<file path="src/rtl/trap_pkg.sv">
package trap_pkg;
    localparam int CODE_W = 5;
    localparam int VEC_W  = 14;

    typedef enum logic [CODE_W-1:0] {
        EV_NONE        = 5'd0,
        EV_RESET       = 5'd1,
        EV_MCHK        = 5'd2,
        EV_ARITH       = 5'd3,
        EV_INTR        = 5'd4,
        EV_DMISS_USER  = 5'd5,
        EV_DMISS_KERN  = 5'd6,
        EV_ALIGN       = 5'd7,
        EV_DFAULT      = 5'd8,
        EV_DACV        = 5'd9,
        EV_IMISS       = 5'd10,
        EV_IFAULT      = 5'd11,
        EV_IACV        = 5'd12,
        EV_ILLEGAL     = 5'd13,
        EV_FP_OFF      = 5'd14,
        EV_PRIV_CALL   = 5'd15,
        EV_INT_OVF     = 5'd16
    } ev_code_e;
endpackage

</file>
<file path="src/rtl/trap_vector_rom.sv">
module trap_vector_rom
    import trap_pkg::*;
(
    input  logic [CODE_W-1:0] code,
    output logic [VEC_W-1:0]  offset,
    output logic              known,
    output logic              is_trap,
    output logic              unsupported
);
    always_comb begin
        known       = 1'b1;
        is_trap     = 1'b0;
        unsupported = 1'b0;
        offset      = '0;
        case (code)
            EV_RESET:                 offset = 14'h0001;
            EV_MCHK:                  offset = 14'h0401;
            EV_ARITH: begin
                offset      = 14'h0501;
                is_trap     = 1'b1;
                unsupported = 1'b1;
            end
            EV_INT_OVF:               offset = 14'h0501;
            EV_INTR:                  offset = 14'h0101;
            EV_DMISS_USER:            offset = 14'h0201;
            EV_DMISS_KERN:            offset = 14'h0281;
            EV_ALIGN:                 offset = 14'h0301;
            EV_DFAULT, EV_DACV:       offset = 14'h0381;
            EV_IMISS, EV_IFAULT:      offset = 14'h0181;
            EV_IACV:                  offset = 14'h0081;
            EV_ILLEGAL:               offset = 14'h0481;
            EV_FP_OFF:                offset = 14'h0581;
            EV_PRIV_CALL: begin
                offset  = 14'h2001;
                is_trap = 1'b1;
            end
            default:                  known = 1'b0;
        endcase
    end
endmodule

</file>
<file path="src/rtl/shadow_map.sv">
module shadow_map #(
    parameter int NREG      = 32,
    parameter int RANGE_LO  = 8,
    parameter int RANGE_HI  = 14,
    parameter int EXTRA_IDX = 25,
    localparam int IDX_W    = $clog2(NREG)
) (
    input  logic [IDX_W-1:0] idx,
    output logic             shadowed
);
    logic [NREG-1:0] mask;

    for (genvar i = 0; i < NREG; i++) begin : g_mask
        assign mask[i] = ((i >= RANGE_LO) && (i <= RANGE_HI)) || (i == EXTRA_IDX);
    end

    assign shadowed = mask[idx];
endmodule

</file>
<file path="src/rtl/trap_entry_ctrl.sv">
module trap_entry_ctrl
    import trap_pkg::*;
#(
    parameter int ADDR_W      = 32,
    parameter int INSTR_BYTES = 4,
    parameter int NREG        = 32,
    localparam int IDX_W      = $clog2(NREG)
) (
    input  logic              clk,
    input  logic              rst_n,
    input  logic [CODE_W-1:0] event_code,
    input  logic              rfe_req,
    input  logic [ADDR_W-1:0] pc_in,
    input  logic [ADDR_W-1:0] priv_base,
    input  logic [IDX_W-1:0]  reg_idx,
    output logic              redirect,
    output logic [ADDR_W-1:0] next_pc,
    output logic [ADDR_W-1:0] next_npc,
    output logic [ADDR_W-1:0] exc_addr,
    output logic              shadow_active,
    output logic              reg_shadow,
    output logic              in_priv,
    output logic              bank_err,
    output logic              unsup_trap
);
    localparam logic [ADDR_W-1:0] STEP = ADDR_W'(INSTR_BYTES);

    typedef struct packed {
        logic              boot;
        logic              redirect;
        logic [ADDR_W-1:0] pc;
        logic [ADDR_W-1:0] npc;
        logic [ADDR_W-1:0] exc;
        logic              shadow;
        logic              err;
        logic              unsup;
    } state_t;

    state_t st_d, st_q;

    logic [CODE_W-1:0] eff_code;
    logic [VEC_W-1:0]  vec_off;
    logic              vec_known, vec_trap, vec_unsup;
    logic              ev_known_in, rfe_illegal, take_entry, take_return;
    logic              in_known, in_trap, in_unsup;
    logic [VEC_W-1:0]  in_off;
    logic              idx_shadowed;

    // classify the raw input code
    trap_vector_rom u_in_rom (
        .code        (event_code),
        .offset      (in_off),
        .known       (in_known),
        .is_trap     (in_trap),
        .unsupported (in_unsup)
    );

    assign ev_known_in = in_known;
    assign rfe_illegal = rfe_req && !ev_known_in && !pc_in[0];
    assign eff_code    = st_q.boot   ? EV_RESET   :
                         rfe_illegal ? EV_ILLEGAL : event_code;

    trap_vector_rom u_vec_rom (
        .code        (eff_code),
        .offset      (vec_off),
        .known       (vec_known),
        .is_trap     (vec_trap),
        .unsupported (vec_unsup)
    );

    assign take_entry  = vec_known && (st_q.boot || ev_known_in || rfe_illegal);
    assign take_return = !st_q.boot && !ev_known_in && rfe_req && pc_in[0];

    always_comb begin
        st_d          = st_q;
        st_d.boot     = 1'b0;
        st_d.redirect = 1'b0;
        st_d.err      = 1'b0;
        st_d.unsup    = 1'b0;
        if (take_entry) begin
            st_d.redirect = 1'b1;
            st_d.pc       = priv_base + ADDR_W'(vec_off);
            st_d.shadow   = 1'b1;
            if (!st_q.boot) begin
                st_d.err   = st_q.shadow;
                st_d.unsup = vec_unsup;
                if (!((eff_code == EV_INTR) && pc_in[0]))
                    st_d.exc = vec_trap ? (pc_in + STEP) : pc_in;
            end
        end else if (take_return) begin
            st_d.redirect = 1'b1;
            st_d.pc       = st_q.exc;
            if (!st_q.exc[0]) begin
                st_d.shadow = 1'b0;
                st_d.err    = !st_q.shadow;
            end
        end
        st_d.npc = st_d.pc + STEP;
    end

    always_ff @(posedge clk or negedge rst_n) begin
        if (!rst_n) begin
            st_q        <= '0;
            st_q.boot   <= 1'b1;
            st_q.shadow <= 1'b1;
        end else begin
            st_q <= st_d;
        end
    end

    shadow_map #(.NREG(NREG)) u_map (
        .idx      (reg_idx),
        .shadowed (idx_shadowed)
    );

    assign redirect      = st_q.redirect;
    assign next_pc       = st_q.pc;
    assign next_npc      = st_q.npc;
    assign exc_addr      = st_q.exc;
    assign shadow_active = st_q.shadow;
    assign reg_shadow    = st_q.shadow && idx_shadowed;
    assign in_priv       = pc_in[0];
    assign bank_err      = st_q.err;
    assign unsup_trap    = st_q.unsup;

    // every non-boot entry leaves the shadow bank selected
    a_r6_entry_shadow: assert property (@(posedge clk) disable iff (!rst_n)
        (!st_q.boot && in_known) |=> (shadow_active && redirect));

    // a return from user mode is redirected to the illegal-operation handler
    a_r8_user_return: assert property (@(posedge clk) disable iff (!rst_n)
        (!st_q.boot && rfe_req && event_code == 5'd0 && !pc_in[0])
        |=> (redirect && next_pc == $past(priv_base) + ADDR_W'(14'h0481)));

    // idle and unknown codes disturb nothing
    a_r9_ignored_code: assert property (@(posedge clk) disable iff (!rst_n)
        (!st_q.boot && !rfe_req && !in_known)
        |=> (!redirect && $stable(exc_addr) && $stable(shadow_active)));

    // an interrupt taken in privileged mode keeps the saved address
    a_r4_intr_priv_keep: assert property (@(posedge clk) disable iff (!rst_n)
        (!st_q.boot && event_code == 5'd4 && pc_in[0]) |=> $stable(exc_addr));

    // a return to a privileged address keeps the bank selection
    a_r7_return_keep: assert property (@(posedge clk) disable iff (!rst_n)
        (!st_q.boot && rfe_req && event_code == 5'd0 && pc_in[0] && exc_addr[0])
        |=> (redirect && $stable(shadow_active)));

    // redirect lasts only while a request is present
    a_r3_single_pulse: assert property (@(posedge clk) disable iff (!rst_n)
        (redirect && !st_q.boot && !rfe_req && !in_known) |=> !redirect);
endmodule

</file>
<file path="config.mk">
export PLATFORM = sky130hd
export DESIGN_NAME = trap_entry_ctrl
export DESIGN_NICKNAME = d
export VERILOG_FILES = /design/src/rtl/trap_pkg.sv /design/src/rtl/trap_vector_rom.sv /design/src/rtl/shadow_map.sv /design/src/rtl/trap_entry_ctrl.sv
export SDC_FILE = /design/constraint.sdc
export NUM_CORES = 1
export LEC_CHECK = 0
export BUFFER_PORTS_ARGS = -buffer_cell sky130_fd_sc_hd__clkbuf_2
export CAP_MARGIN = 20
export CORE_MARGIN = 2
export CORE_UTILIZATION = 60
export CTS_BUF_LIST = sky130_fd_sc_hd__clkbuf_8
export DETAILED_ROUTE_END_ITERATION = 7
export GPL_ROUTABILITY_DRIVEN = 0
export MAX_ROUTING_LAYER = met4
export PLACE_DENSITY_LB_ADDON = 0.1
export SYNTH_ARGS = -nofsm -noshare
export SYNTH_HDL_FRONTEND = slang
export SYNTH_SLANG_ARGS = --single-unit
</file>
<file path="constraint.sdc">
create_clock -name clk -period 13.3 [get_ports clk]
set_input_delay 1.995 -clock clk [delete_from_list [all_inputs] [get_ports clk]]
set_output_delay 1.995 -clock clk [all_outputs]
set_load 0.05 [all_outputs]
</file>
==> results.yml <==
timing:
  hold_viol_final: 0
  setup_viol: 0
  relSlewSlack: 0.314
  tns_ps: 0
  period_minus_slack_ps: 6930
  max_slew.worst_pin.slew_ps: 1030
  min_period_over_period: 0.521
  fmax_ghz: 0.144
  finClkSkew_ps: 12.9
  slew_violations: 0
  rsz0062_at_grt: "false"
synth:
  synth_fp_nets: 914
  ys_ff_latch: 99
  synth_flop_cell: "dfrtp_1"
  ys_seq_area_frac: 0.350
  syn_area_per_cell_um2: 8.56
  synth_edf_count: 0
  syn_area_um2: 7090
  post_synth_num_cell_types: 82
  syn_inst: 828
  synth-async-reset-ratio: 1.00
  ys.warnings.count: 0
global_routing:
  grt_pass1_vias: 5454
  grt_use_total: 0.283
  grt_pass1_wl_um: 27900
  grt_max_degree: 61
  grt.overflow.total: 0
  antenna_found_initial: 0
setup_path:
  cp-start-kind: "input pin"
  cp_slowest_stage_delay_ps: 630
  critPathSlowestCell: "or4b_4"
  worstSetupPathType: "input pin to flip-flop"
  end_kind: "flip-flop"
  worstPathArrival_ps: 7230
  timing.reg2reg.setup_slack_ps: 7810
  cp_common_cell: "ha_1"
  cp_num_buf_inv: 3
  r2r_start: "st_q[100]$_DFF_PN1_"
  rr_endpoint: "next_npc[26]$_DFF_PN0_"
  path_cells: "clkbuf_2, nor2b_1, a211o_1, o2111a_2, buf_4, inv_2, ha_1, ha_1, and4_1, a21o_1, a31oi_2, or3b_1, o311ai_1, a31oi_1, or4b_4, nor3_1, xnor2_1"
  cp_max_fo: 56
  critPathTopFamily: "simple AND/OR/NAND/NOR gates"
  r2r_cells: 16
  worst_ep_required_time_ps: 13600
  crit_start: "event_code[3]"
route:
  routed_wl_um: 17500
  drtIter0Drc: 519
  viasPerCell: 5.78
  ant_nets: 0
  drt_first_pass_iters: 6
  drc_errors: 0
  routedWlPerCell_um: 16.9
  vias: 5987
layout:
  antennaDiodeCount: 0
  final_common_cell: "clkbuf_2"
  drive_gt1_frac: 0.259
  utilization: 0.654
  stdcell_count: 1036
  area_growth_pct: 5.84
  mostFrequentLayoutCells: "clkbuf_2 (177), nand2_1 (120), dfrtp_1 (97)"
  fin_area_um2: 7500
  fin_nets: 974
job:
  maxCapViolations: 0
cts:
  cts_buffers: 9
  post-cts-setup-buffer-count: 0
  cts_tree: "yes"
  cts_buffer_depth: 2
  hold_buffers: 0
  cts-root-buf: "clkbuf_8"
  clk_pin_slew_ps: 100
  clock_sinks: 99
  clk_latency_ps: 380
  htreeDepth: 3
  cts_resized: 0
worst_hold_path:
  hold_depth: 2
  hp-start: "exc_addr[21]$_DFFE_PN0P_"
  hp-class: "flip-flop to flip-flop"
  holdPathEnd: "exc_addr[21]$_DFFE_PN0P_"
floorplan:
  die_area_um2: 12700
  die_h_um: 113
  core_um2: 11500
  start_util: 0.618
  io_pins: 179
  die_w_um: 113
  row_count: 39
placement:
  place_hpwl_um: 13500
  placed_area_um2: 7320
  numPortBuffers: 178
  dp.cells: 1020
run_status:
  outcome: "finished, final reports clean"
pwr:
  p_leak_nw: 3.34
  powerDensity_nw_per_um2: 126
  irDropWorstVdd_uv: 80.4
Yosys cell counts (7+ instances only):
library cell	count	share of area
xor2_1	42	0.052
nand2_1	120	0.064
buf_1	7	0.0037
o21a_1	7	0.0074
buf_4	99	0.10
nand2b_1	7	0.0062
a21oi_1	21	0.015
nand4_1	20	0.018
inv_1	17	0.0090
nor2b_1	8	0.0071
o21ai_0	48	0.034
nor3_1	19	0.013
ha_1	9	0.016
and3_1	17	0.015
xnor2_1	38	0.047
dfrtp_1	97	0.34
buf_2	8	0.0056
nor2_1	50	0.026
nand3_1	47	0.033
a31oi_1	9	0.0079
clkbuf_1	18	0.0095
where the power goes:
group          switching [W]  leakage, nW  internal (W)
clock               0.000111       0.0908     0.0000751
sequential         0.0000415         1.15      0.000345
combinational       0.000281         2.10     0.0000893
total               0.000433         3.34      0.000509
worst max-delay path by stage:
stage | to | depth (start not counted)
after CTS | next_npc[26]$_DFF_PN0_ | 17
after detailed placement | next_npc[31]$_DFF_PN0_ | 17
after global routing | next_npc[31]$_DFF_PN0_ | 17
after global placement | next_npc[30]$_DFF_PN0_ | 17
final | next_npc[26]$_DFF_PN0_ | 17
after floorplan | next_npc[30]$_DFF_PN0_ | 18
tightest hold or removal path, delay by kind of cell (launching register included):
kind               cells  cell delay, ps
DFF                    1             380
AOI/OAI and AO/OA      1              60
and+or+nand+nor        1              50
metal layers:
| metal | track usage | part of all wire | vias up |
|---|---|---|---|
| met2 | 0.402 | 0.43 | 252 |
| met3 | 0.0466 | 0.076 | 31 |
| met5 | - | 0 | - |
| met1 | 0.412 | 0.47 | 2777 |
| li1 | - | - | 2927 |
| met4 | 0.102 | 0.024 | 0 |
registers in the layout (all words and copies together) (netlist names):
register and flops:
redirect 1, unsup_trap 1, next_pc 30, next_npc 32, st_q 1, exc_addr 32
bank_err 1, shadow_active 1
cells by family after synthesis:
family / synth area share
other cells: 0.000529
xor+xnor: 0.0989
compound gates: 0.148
fa+ha+maj: 0.0175
flops: 0.350
simple gates: 0.236
buf+inv: 0.135
mux: 0.0134
area by class of cell:
cell class              count  area [um^2]
clock buffers              10          138
clock inverters             6         48.8
fillers                   958         3970
inverters                  19         71.3
multi-input cells         577         3660
flip-flops and latches     99         2480
well taps                 143          179
repair buffers            182          923
per-stage QoR:
| step | hold slack (ps) | worst slack (ps) | total power [W] |
|---|---|---|---|
| 3_5_place_dp | 504 | 6070 | 0.000760 |
| 5_1_grt | 571 | 6030 | 0.000988 |
| 3_3_place_gp | 494 | 6270 | 0.000753 |
| 4_1_cts | 527 | 6490 | 0.000944 |
| 6_report | 521 | 6370 | 0.000942 |
| 2_1_floorplan | 470 | 6940 | 0.000718 |
No activity file was read; power rests on OpenSTA's default activity.
